$ cat src/rtl/resv_pkg.sv
package resv_pkg;
  // op bit 1: conditional store; op bit 0: doubleword
  typedef enum logic [1:0] {
    OP_LRW = 2'd0,
    OP_LRD = 2'd1,
    OP_SCW = 2'd2,
    OP_SCD = 2'd3
  } resvOp_e;

  typedef enum logic [1:0] {
    ST_IDLE = 2'd0,
    ST_MEM  = 2'd1,
    ST_RESP = 2'd2
  } ctlState_e;

  // strobes from control to datapath
  typedef struct packed {
    logic latchReq;    // request accepted this cycle
    logic doStore;     // accepted conditional store will write
    logic scClear;     // accepted valid conditional store: drop reservation
    logic setRsv;      // reserving load completes this cycle
  } ctlStrobe_t;
endpackage

$ cat src/rtl/resv_ctrl.sv
module resv_ctrl
  import resv_pkg::*;
#(
  parameter bit MODE64 = 1'b1
) (
  input  logic       clk,
  input  logic       rstN,
  input  logic       reqValid,
  input  logic [1:0] reqOp,
  input  logic [2:0] reqAddrLow,
  input  logic       rsvValid,
  input  logic       memAck,
  output logic       reqReady,
  output logic       memReq,
  output logic       rspValid,
  output logic       errAlign,
  output logic       errIllegal,
  output ctlStrobe_t strobe
);
  ctlState_e state, stateNext;
  logic isDbl, isSc, illegal, misal, errAny, fire;
  logic isScQ, errAlignQ, errIllQ;

  assign isDbl   = reqOp[0];
  assign isSc    = reqOp[1];
  assign illegal = isDbl && !MODE64;
  assign misal   = isDbl ? (reqAddrLow != 3'd0) : (reqAddrLow[1:0] != 2'd0);
  assign errAny  = illegal || misal;

  assign reqReady = (state == ST_IDLE);
  assign fire     = reqValid && reqReady;
  assign memReq   = (state == ST_MEM);
  assign rspValid = (state == ST_RESP);
  assign errAlign   = rspValid && errAlignQ;
  assign errIllegal = rspValid && errIllQ;

  always_comb begin
    strobe          = '0;
    strobe.latchReq = fire;
    strobe.scClear  = fire && isSc && !errAny;
    strobe.doStore  = fire && isSc && !errAny && rsvValid;
    strobe.setRsv   = memReq && memAck && !isScQ;
  end

  always_comb begin
    stateNext = state;
    unique case (state)
      ST_IDLE: if (fire) stateNext = (errAny || (isSc && !rsvValid)) ? ST_RESP : ST_MEM;
      ST_MEM:  if (memAck) stateNext = ST_RESP;
      ST_RESP: stateNext = ST_IDLE;
      default: stateNext = ST_IDLE;
    endcase
  end

  always_ff @(posedge clk or negedge rstN) begin
    if (!rstN) begin
      state     <= ST_IDLE;
      isScQ     <= 1'b0;
      errAlignQ <= 1'b0;
      errIllQ   <= 1'b0;
    end else begin
      state <= stateNext;
      if (fire) begin
        isScQ     <= isSc;
        errIllQ   <= illegal;
        errAlignQ <= misal && !illegal;
      end
    end
  end

  p_err_no_access_r7: assert property (@(posedge clk) disable iff (!rstN)
    (fire && errAny) |=> (rspValid && !memReq));
  p_no_rsv_no_write_r4: assert property (@(posedge clk) disable iff (!rstN)
    (fire && isSc && !errAny && !rsvValid) |=> !memReq);
  p_store_issues_r3: assert property (@(posedge clk) disable iff (!rstN)
    strobe.doStore |=> memReq);
  p_err_exclusive_r8: assert property (@(posedge clk) disable iff (!rstN)
    !(errAlign && errIllegal));
  p_rsp_pulse_r11: assert property (@(posedge clk) disable iff (!rstN)
    rspValid |=> (!rspValid && reqReady));
  p_busy_after_fire_r11: assert property (@(posedge clk) disable iff (!rstN)
    fire |=> !reqReady);
endmodule

$ cat src/rtl/resv_dpath.sv
module resv_dpath
  import resv_pkg::*;
#(
  parameter int ADDR_W     = 32,
  parameter int DATA_W     = 64,
  parameter int GRAN_BYTES = 8
) (
  input  logic              clk,
  input  logic              rstN,
  input  ctlStrobe_t        strobe,
  input  logic [1:0]        reqOp,
  input  logic [ADDR_W-1:0] reqAddr,
  input  logic [DATA_W-1:0] reqData,
  input  logic              reqSo,
  input  logic              snoopValid,
  input  logic [ADDR_W-1:0] snoopAddr,
  input  logic              clearRsv,
  input  logic [DATA_W-1:0] memRdata,
  output logic              rsvValid,
  output logic              memWe,
  output logic              memDbl,
  output logic [ADDR_W-1:0] memAddr,
  output logic [DATA_W-1:0] memWdata,
  output logic [DATA_W-1:0] rspData,
  output logic [3:0]        rspCr
);
  localparam int HALF_W   = DATA_W / 2;
  localparam int GRAN_LSB = $clog2(GRAN_BYTES);
  localparam logic [ADDR_W-1:0] GRAN_MASK = ~((ADDR_W'(1) << GRAN_LSB) - ADDR_W'(1));

  logic [1:0]        opQ;
  logic [ADDR_W-1:0] addrQ, rsvAddrQ;
  logic [DATA_W-1:0] dataQ, rdataQ;
  logic [3:0]        crQ;
  logic              rsvValidQ;
  logic              snoopHitHeld, snoopHitNew, anyClear;

  assign snoopHitHeld = snoopValid && rsvValidQ &&
                        ((snoopAddr & GRAN_MASK) == (rsvAddrQ & GRAN_MASK));
  assign snoopHitNew  = snoopValid && strobe.setRsv &&
                        ((snoopAddr & GRAN_MASK) == (addrQ & GRAN_MASK));
  assign anyClear = strobe.scClear || clearRsv || snoopHitHeld || snoopHitNew;

  always_ff @(posedge clk or negedge rstN) begin
    if (!rstN) begin
      opQ    <= '0;
      addrQ  <= '0;
      dataQ  <= '0;
      crQ    <= '0;
      rdataQ <= '0;
    end else begin
      if (strobe.latchReq) begin
        opQ    <= reqOp;
        addrQ  <= reqAddr;
        dataQ  <= reqData;
        rdataQ <= '0;
        crQ    <= strobe.scClear ? {2'b00, strobe.doStore, reqSo} : 4'b0000;
      end
      if (strobe.setRsv)
        rdataQ <= opQ[0] ? memRdata : {{HALF_W{1'b0}}, memRdata[HALF_W-1:0]};
    end
  end

  // clearing events are applied after a set, so they win
  always_ff @(posedge clk or negedge rstN) begin
    if (!rstN) begin
      rsvValidQ <= 1'b0;
      rsvAddrQ  <= '0;
    end else begin
      if (strobe.setRsv) begin
        rsvValidQ <= 1'b1;
        rsvAddrQ  <= addrQ;
      end
      if (anyClear) rsvValidQ <= 1'b0;
    end
  end

  assign rsvValid = rsvValidQ;
  assign memWe    = opQ[1];
  assign memDbl   = opQ[0];
  assign memAddr  = addrQ;
  assign memWdata = opQ[0] ? dataQ : {{HALF_W{1'b0}}, dataQ[HALF_W-1:0]};
  assign rspData  = rdataQ;
  assign rspCr    = crQ;

  p_ext_clear_r10: assert property (@(posedge clk) disable iff (!rstN)
    clearRsv |=> !rsvValid);
  p_sc_clears_r3: assert property (@(posedge clk) disable iff (!rstN)
    strobe.scClear |=> !rsvValid);
  p_snoop_clears_r9: assert property (@(posedge clk) disable iff (!rstN)
    (snoopValid && rsvValid && (snoopAddr[ADDR_W-1:GRAN_LSB] == rsvAddrQ[ADDR_W-1:GRAN_LSB]))
      |=> !rsvValid);
  p_load_sets_r1: assert property (@(posedge clk) disable iff (!rstN)
    (strobe.setRsv && !clearRsv && !snoopValid) |=> (rsvValid && rsvAddrQ == $past(addrQ)));
endmodule

$ cat src/rtl/resv_unit.sv
module resv_unit
  import resv_pkg::*;
#(
  parameter int ADDR_W     = 32,
  parameter int GRAN_BYTES = 8,
  parameter bit MODE64     = 1'b1
) (
  input  logic              clk,
  input  logic              rstN,
  input  logic              reqValid,
  output logic              reqReady,
  input  logic [1:0]        reqOp,
  input  logic [ADDR_W-1:0] reqAddr,
  input  logic [63:0]       reqData,
  input  logic              reqSo,
  input  logic              snoopValid,
  input  logic [ADDR_W-1:0] snoopAddr,
  input  logic              clearRsv,
  output logic              memReq,
  output logic              memWe,
  output logic              memDbl,
  output logic [ADDR_W-1:0] memAddr,
  output logic [63:0]       memWdata,
  input  logic              memAck,
  input  logic [63:0]       memRdata,
  output logic              rspValid,
  output logic [63:0]       rspData,
  output logic [3:0]        rspCr,
  output logic              errAlign,
  output logic              errIllegal
);
  ctlStrobe_t strobe;
  logic       rsvValid;

  resv_ctrl #(.MODE64(MODE64)) u_ctrl (
    .clk(clk), .rstN(rstN), .reqValid(reqValid), .reqOp(reqOp),
    .reqAddrLow(reqAddr[2:0]), .rsvValid(rsvValid), .memAck(memAck),
    .reqReady(reqReady), .memReq(memReq), .rspValid(rspValid),
    .errAlign(errAlign), .errIllegal(errIllegal), .strobe(strobe)
  );

  resv_dpath #(.ADDR_W(ADDR_W), .DATA_W(64), .GRAN_BYTES(GRAN_BYTES)) u_dpath (
    .clk(clk), .rstN(rstN), .strobe(strobe), .reqOp(reqOp), .reqAddr(reqAddr),
    .reqData(reqData), .reqSo(reqSo), .snoopValid(snoopValid), .snoopAddr(snoopAddr),
    .clearRsv(clearRsv), .memRdata(memRdata), .rsvValid(rsvValid), .memWe(memWe),
    .memDbl(memDbl), .memAddr(memAddr), .memWdata(memWdata), .rspData(rspData),
    .rspCr(rspCr)
  );
endmodule

$ cat config.mk
export PLATFORM = sky130hd
export DESIGN_NAME = resv_unit
export DESIGN_NICKNAME = d
export VERILOG_FILES = /design/src/rtl/resv_pkg.sv /design/src/rtl/resv_ctrl.sv /design/src/rtl/resv_dpath.sv /design/src/rtl/resv_unit.sv
export SDC_FILE = /design/constraint.sdc
export NUM_CORES = 1
export LEC_CHECK = 0
export BUFFER_PORTS_ARGS = -buffer_cell sky130_fd_sc_hd__buf_4
export CORE_AREA = 2 2 143 145
export DETAILED_ROUTE_END_ITERATION = 8
export DIE_AREA = 0 0 145 147
export PLACE_DENSITY = 0.69
export SKIP_CTS_REPAIR_TIMING = 1
export SYNTH_ARGS = -nofsm -noshare
export SYNTH_HDL_FRONTEND = slang
export SYNTH_SLANG_ARGS = --single-unit
$ cat constraint.sdc
create_clock -name clk -period 3.7 [get_ports clk]
set_input_delay 0.37 -clock clk [delete_from_list [all_inputs] [get_ports clk]]
set_output_delay 0.37 -clock clk [all_outputs]
set_load 0.1 [all_outputs]
---- Word level (Yosys, flattened, before mapping) ----
Cells that the tools add are included.
word-level totals
  word-level logic and storage cells ...... 53
  bits in registers ....................... 203
  bits in latches ......................... 0
  memories kept ........................... 0
  bits in writable memories ............... 0
  ROM bits ................................ 0
  output and inout port bits .............. 171
cells by class
  div/mod/pow operators ................... 0
  shift-type cells ........................ 0
  multiplexer cells ....................... 12
  multiply operators ...................... 0
  $lt $le $gt $ge ......................... 0
  add/subtract/negate cells ............... 0
  equality and inequality tests ........... 6
  reductions and logical operators ........ 25
  bitwise logic cells ..................... 0
operator list
  cell                                            number
  2-to-1 mux 64 bit                               4
  == test 29 bit                                  2
  logical AND 1 bit                               12
  2-to-1 mux 2 bit                                4
  nonzero test 2 bit                              3
  logical OR 1 bit                                4
  != test 2 bit (second input constant)           2
  case mux 2 bit (2 select lines)                 1
  logical NOT 1 bit                               3
  2-to-1 mux 1 bit                                3
  nonzero test 3 bit                              1
  == test 2 x 1 -> 1 bit (second input constant)  1
  == test 2 bit (second input constant)           1
  logical NOT 2 bit                               1
  AND reduction 2 bit                             1

---- Depth between registers and ports, before layout ----
  depth in word-level cells ............... 8
  mapped depth ............................ 7
  depth with buffers taken out ............ 5

---- Modules after synthesis ----
A second synthesis with hierarchy kept.
unflattened totals
  cell total of the unflattened synthesis .. 597
  area, all modules ....................... 8408.1 um^2
by module, submodules not included
  module      area each (um^2)  sequential area each (um^2)  cells an instance  times used
  resv_dpath  8166.6            4854.7                       572                1
  resv_ctrl   241.5             100.1                        25                 1

---- Least setup slack after synthesis ----
Ideal clock, no wire load.
  kind .................................... register to output
  start point ............................. register u_ctrl.state[0]
  end point ............................... output port errAlign
  path slack .............................. 0.650 ns
  arrival time ............................ 2.680 ns
  cell stages (with the launch flop) ...... 3
  cell sequence ........................... dfrtp_1 -> nor2b_1 -> and2_1
on the way
  word-level cells in the longest chain between the ends .. 2
RTL lines
  what                      line             source
  start: declaration        resv_ctrl.sv:20  ctlState_e state, stateNext;
  start signal: assignment  resv_ctrl.sv:62  state <= stateNext;
  == test 2 bit             resv_ctrl.sv:33  assign rspValid = (state == ST_RESP);
  net rspValid              resv_unit.sv:26  output logic rspValid,
  logical AND 1 bit         resv_ctrl.sv:34  assign errAlign = rspValid && errAlignQ;
  end: declaration          resv_unit.sv:29  output logic errAlign,
The timed path passes the listed nets, and every way through them passes these cells.

---- Final worst setup path ----
  start point ............................. register u_ctrl.state[1]
  end point ............................... register u_dpath.rsvValidQ, in the netlist u_dpath.rsvValid
on the way
  word-level cells in the longest chain between the ends .. 8
RTL lines
  what                                                    line              source
  logical NOT 2 bit                                       resv_ctrl.sv:30   assign reqReady = (state == ST_IDLE);
  logical AND 1 bit                                       resv_ctrl.sv:31   assign fire = reqValid && reqReady;
  logical AND 1 bit (2 in a row)                          resv_ctrl.sv:40   strobe.scClear = fire && isSc && !errAny;
  logical OR 1 bit (3 in a row)                           resv_dpath.sv:42  assign anyClear = strobe.scClear || clearRsv || snoopHitHeld || snoopHitNew;
  2-to-1 mux 1 bit or nonzero test 2 bit (tied branches)  n/a
  end signal: assignment                                  resv_dpath.sv:67  rsvValidQ <= 1'b0;
  end signal: assignment                                  resv_dpath.sv:71  rsvValidQ <= 1'b1;
  end signal: assignment                                  resv_dpath.sv:74  if (anyClear) rsvValidQ <= 1'b0;
  end: declaration                                        resv_dpath.sv:35  logic rsvValidQ;
Parallel ways exist; a longest one is shown, timed or not.
A chain may end at the register's enable or synchronous reset.

==> metrics.md <==
| Metric | Value |
|---|---|
| Mapped Cells | 801 |
| Sequential area share after synthesis | 0.590 |
| Finished Layout Cells | 1402 |
| CP Launch Type | flop |
| Worst r2r src | u_ctrl.state[1] |
| Required time of the critical path | 3990 ps |
| Die height | 147 microns |
| Vias in the first global route | 6584 |
| Post-Syn Area | 8350 sq um |
| Post-synth EDFFs | 0 |
| Clock Power Share | 0.256 |
| Number of synthesized register bits | 197 |
| Mean Syn Cell Area | 10.4 sq um |
| Share of layout cells above drive strength 1 | 0.387 |
| Initial Utilization | 0.421 |
| Final #Nets | 1320 |
| Number of antenna-violating nets in the routed design | 0 |
| Minimum clock period | 2440 ps |
| Slew Limit Headroom | 0.237 |
| Top post-synthesis cells by area | dfrtp_1, nand2_1, a22o_1, mux2_2, xnor2_1 |
| CP top delay family | simple AND/OR/NAND/NOR gates |
| Overflow after GRT | 0 |
| Worst reg2reg path endpoint | u_dpath.rsvValid |
| Clock Skew | 11.9 ps |
| Main synth FF type | dfrtp_1 |
| Worst Hold Class | input port to flop |
| Largest net degree at the start of global routing | 106 |
| Row count | 52 |
| Worst slack, placed | 1430 ps |
| DP Cell Count | 1369 |
| Buffers & Inverters on Critical Path | 1 |
| DR vias/cell | 4.72 |
| Critical Path Fanout Max | 33 |
| # DRC | 0 |
| Combinational power share | 0.366 |
| Routability cong. | 0.788 |
| Setup TNS Final | 0 ps |
| Area of the core | 19800 sq um |
| Area Growth Syn to Fin | 39.9% |
| DRT Pass-1 Iters | 4 |
| Crit path kind | flop to flop |
| Routed WL | 23200 microns |
| CP endpoint kind | flop |
| Die area | 21300 sq um |
| Cells on worst reg2reg path | 6 |
| Max-cap violations | 0 |
| Top post-synthesis cells by count | nand2_1, dfrtp_1, a22o_1 |
| Reg2reg setup slack | 1260 ps |
| Root Driver | clkbuf_16 |
| First-pass GRT wire length | 36100 microns |
| CP arrival | 2730 ps |
| Vias | 6623 |
| Hold Crit Depth | 3 |
| CTS sink cnt | 197 |
| Hold EP | u_dpath.dataQ[18] |
| Synth top area share | 0.590 |
| Worst Setup Slack, final | 1260 ps |
| Max Root-Sink Buffers | 2 |
| Port Buf Inserts | 365 |
| Net Sw Frac | 0.431 |
| Leak Pwr | 6.28 nW |
| Initial antenna violation count | 0 |
| Yosys warns | 0 |
| Initial DRC Count | 289 |
| Slew of the pin with the lowest slew margin | 1140 ps |
| Finished Core Util | 0.589 |
| Slowest cell delay on critical path | 550 ps |
| Max rail drop VDD | 398 uV |
| Most common cell in the netlist | nand2_1 |
| H-Tree Level Count | 4 |
| Wire per inst | 16.6 microns |
| Diodes inserted | 0 |
| Status | finished clean |
| All-layer global routing usage | 0.215 |
| Slew Limit Fails | 0 |
| Sw Pwr | 3.04 mW |
| Critical Path Start | u_ctrl.state[1] |
| Ys async rst share | 1.00 |
| RSZ-0062 raised after global routing | false |
| CP cell instances | and4bb_2 > buf_4 > nand4_1 > or4_1 > nor4_1 > nor3_1 |
| CTS buffer count | 17 |
| Tcrit/Tclk final | 0.659 |
| Internal power | 4.01 mW |
| Die W | 145 microns |
| Clock slew at reported path FFs | 80 ps |
| Hold Fails Final Rpt | 0 |
| Post-synth cell types | 26 |
| Worst hold slack | 122 ps |
| Dominant cell type by area after synthesis | dfrtp_1 |
| Clk_lat worst skew | 430 ps |
| FMAX | 0.410 GHz |
| Hold_sp | reqData[18] |
| IO Count | 372 |
| Reg power frac | 0.378 |
| Slowest-stage cell, CP | or4_1 |
| Power Dens Cells | 603 nW/um^2 |
| Setup-failing EPs final | 0 |
| CTS tree | yes |
| Post-DP HPWL | 16600 microns |
## registers in the layout, summed over array words and instances, names as in the netlist
register and count:
u_dpath.rsvAddrQ 29, u_dpath.rspData 64, u_dpath.rsvValid 1, u_dpath.dataQ 64, u_dpath.opQ 2, u_dpath.rspCr 2, u_dpath.memAddr 32, u_ctrl.state 2
u_ctrl.errAlignQ 1
## cell families after synthesis
logic type / Yosys count / synth area share
xor+xnor: 58 / 0.0608
flops: 197 / 0.590
buf+inv: 79 / 0.0536
simple gates: 364 / 0.183
compound gates: 73 / 0.0732
mux: 29 / 0.0391
other cells: 1 / 0.000449
## area by class of cell
type | instances | area, sq um
clock buffers | 18 | 439
clock inverters | 14 | 141
fillers | 1765 | 8160
inverters | 2 | 7.51
multi-input cells | 527 | 3000
flip-flops and latches | 197 | 4930
well taps | 270 | 338
repair buffers | 374 | 2830
## how the worst max path moves through the flow
stage                     depth (start not counted)  slack, ps               end
after floorplan                                   2        650          errAlign
after global placement                            6       1420  u_dpath.rsvValid
after detailed placement                          6       1430  u_dpath.rsvValid
after CTS                                         2       1250      memWdata[32]
after global routing                              6       1060  u_dpath.rsvValid
final                                             6       1260  u_dpath.rsvValid
## cells in the final DEF, fill, tap and decap left out
cell           count
clkinv_8           3
a211oi_1           1
inv_1              2
nor2_1             3
or4_1              1
o2bb2ai_1          1
nor3_1             1
and2_1            34
a21oi_1            1
nor2_4             1
nand4_1           11
nor2b_1            2
clkinvlp_4         1
clkinv_2           2
clkbuf_8           2
dfrtp_1          197
mux2_2            29
xnor2_1           34
a22o_1            64
nand3b_1           1
inv_6              4
and2_4             1
clkbuf_16         17
nand2_4            1
nand2_1          299
xor2_1            24
buf_4            371
inv_8              2
buf_12             1
nor4_1             8
conb_1             3
clkinv_4           2
o21ai_0            6
and4bb_2           1
dlygate4sd3_1      1
## tightest hold or removal path, delay by kind of cell
family	cells	cell delay, ps
simple gates	2	80
buf+inv	1	70
## through the flow
stage               instance area [sq um]  power, mW
detailed placement                  11100       5.30
finish                              11700       7.04
floorplan                            8360       4.67
global route                        11700       7.35
global placement                    11100       5.27
CTS                                 11700       7.11
## metal layers
| layer | share of wire | wire, microns | track usage | up-vias |
|---|---|---|---|---|
| met4 | 0.016 | 371 | 0.0564 | 0 |
| met1 | 0.42 | 9860 | 0.279 | 3143 |
| met5 | 0 | 0 | 0 | - |
| met2 | 0.49 | 11300 | 0.353 | 249 |
| met3 | 0.074 | 1730 | 0.0652 | 25 |
| li1 | - | - | - | 3206 |
## power by group through the flow
stage | logic, mW | registers [mW] | clock network [mW]
2_1_floorplan | 1.46 | 3.22 | 0
3_3_place_gp | 2.57 | 2.69 | 0
3_5_place_dp | 2.59 | 2.71 | 0
4_1_cts | 2.60 | 2.67 | 1.85
5_1_grt | 2.70 | 2.70 | 1.95
6_report | 2.58 | 2.67 | 1.80
No activity file was read; power rests on OpenSTA's default activity.
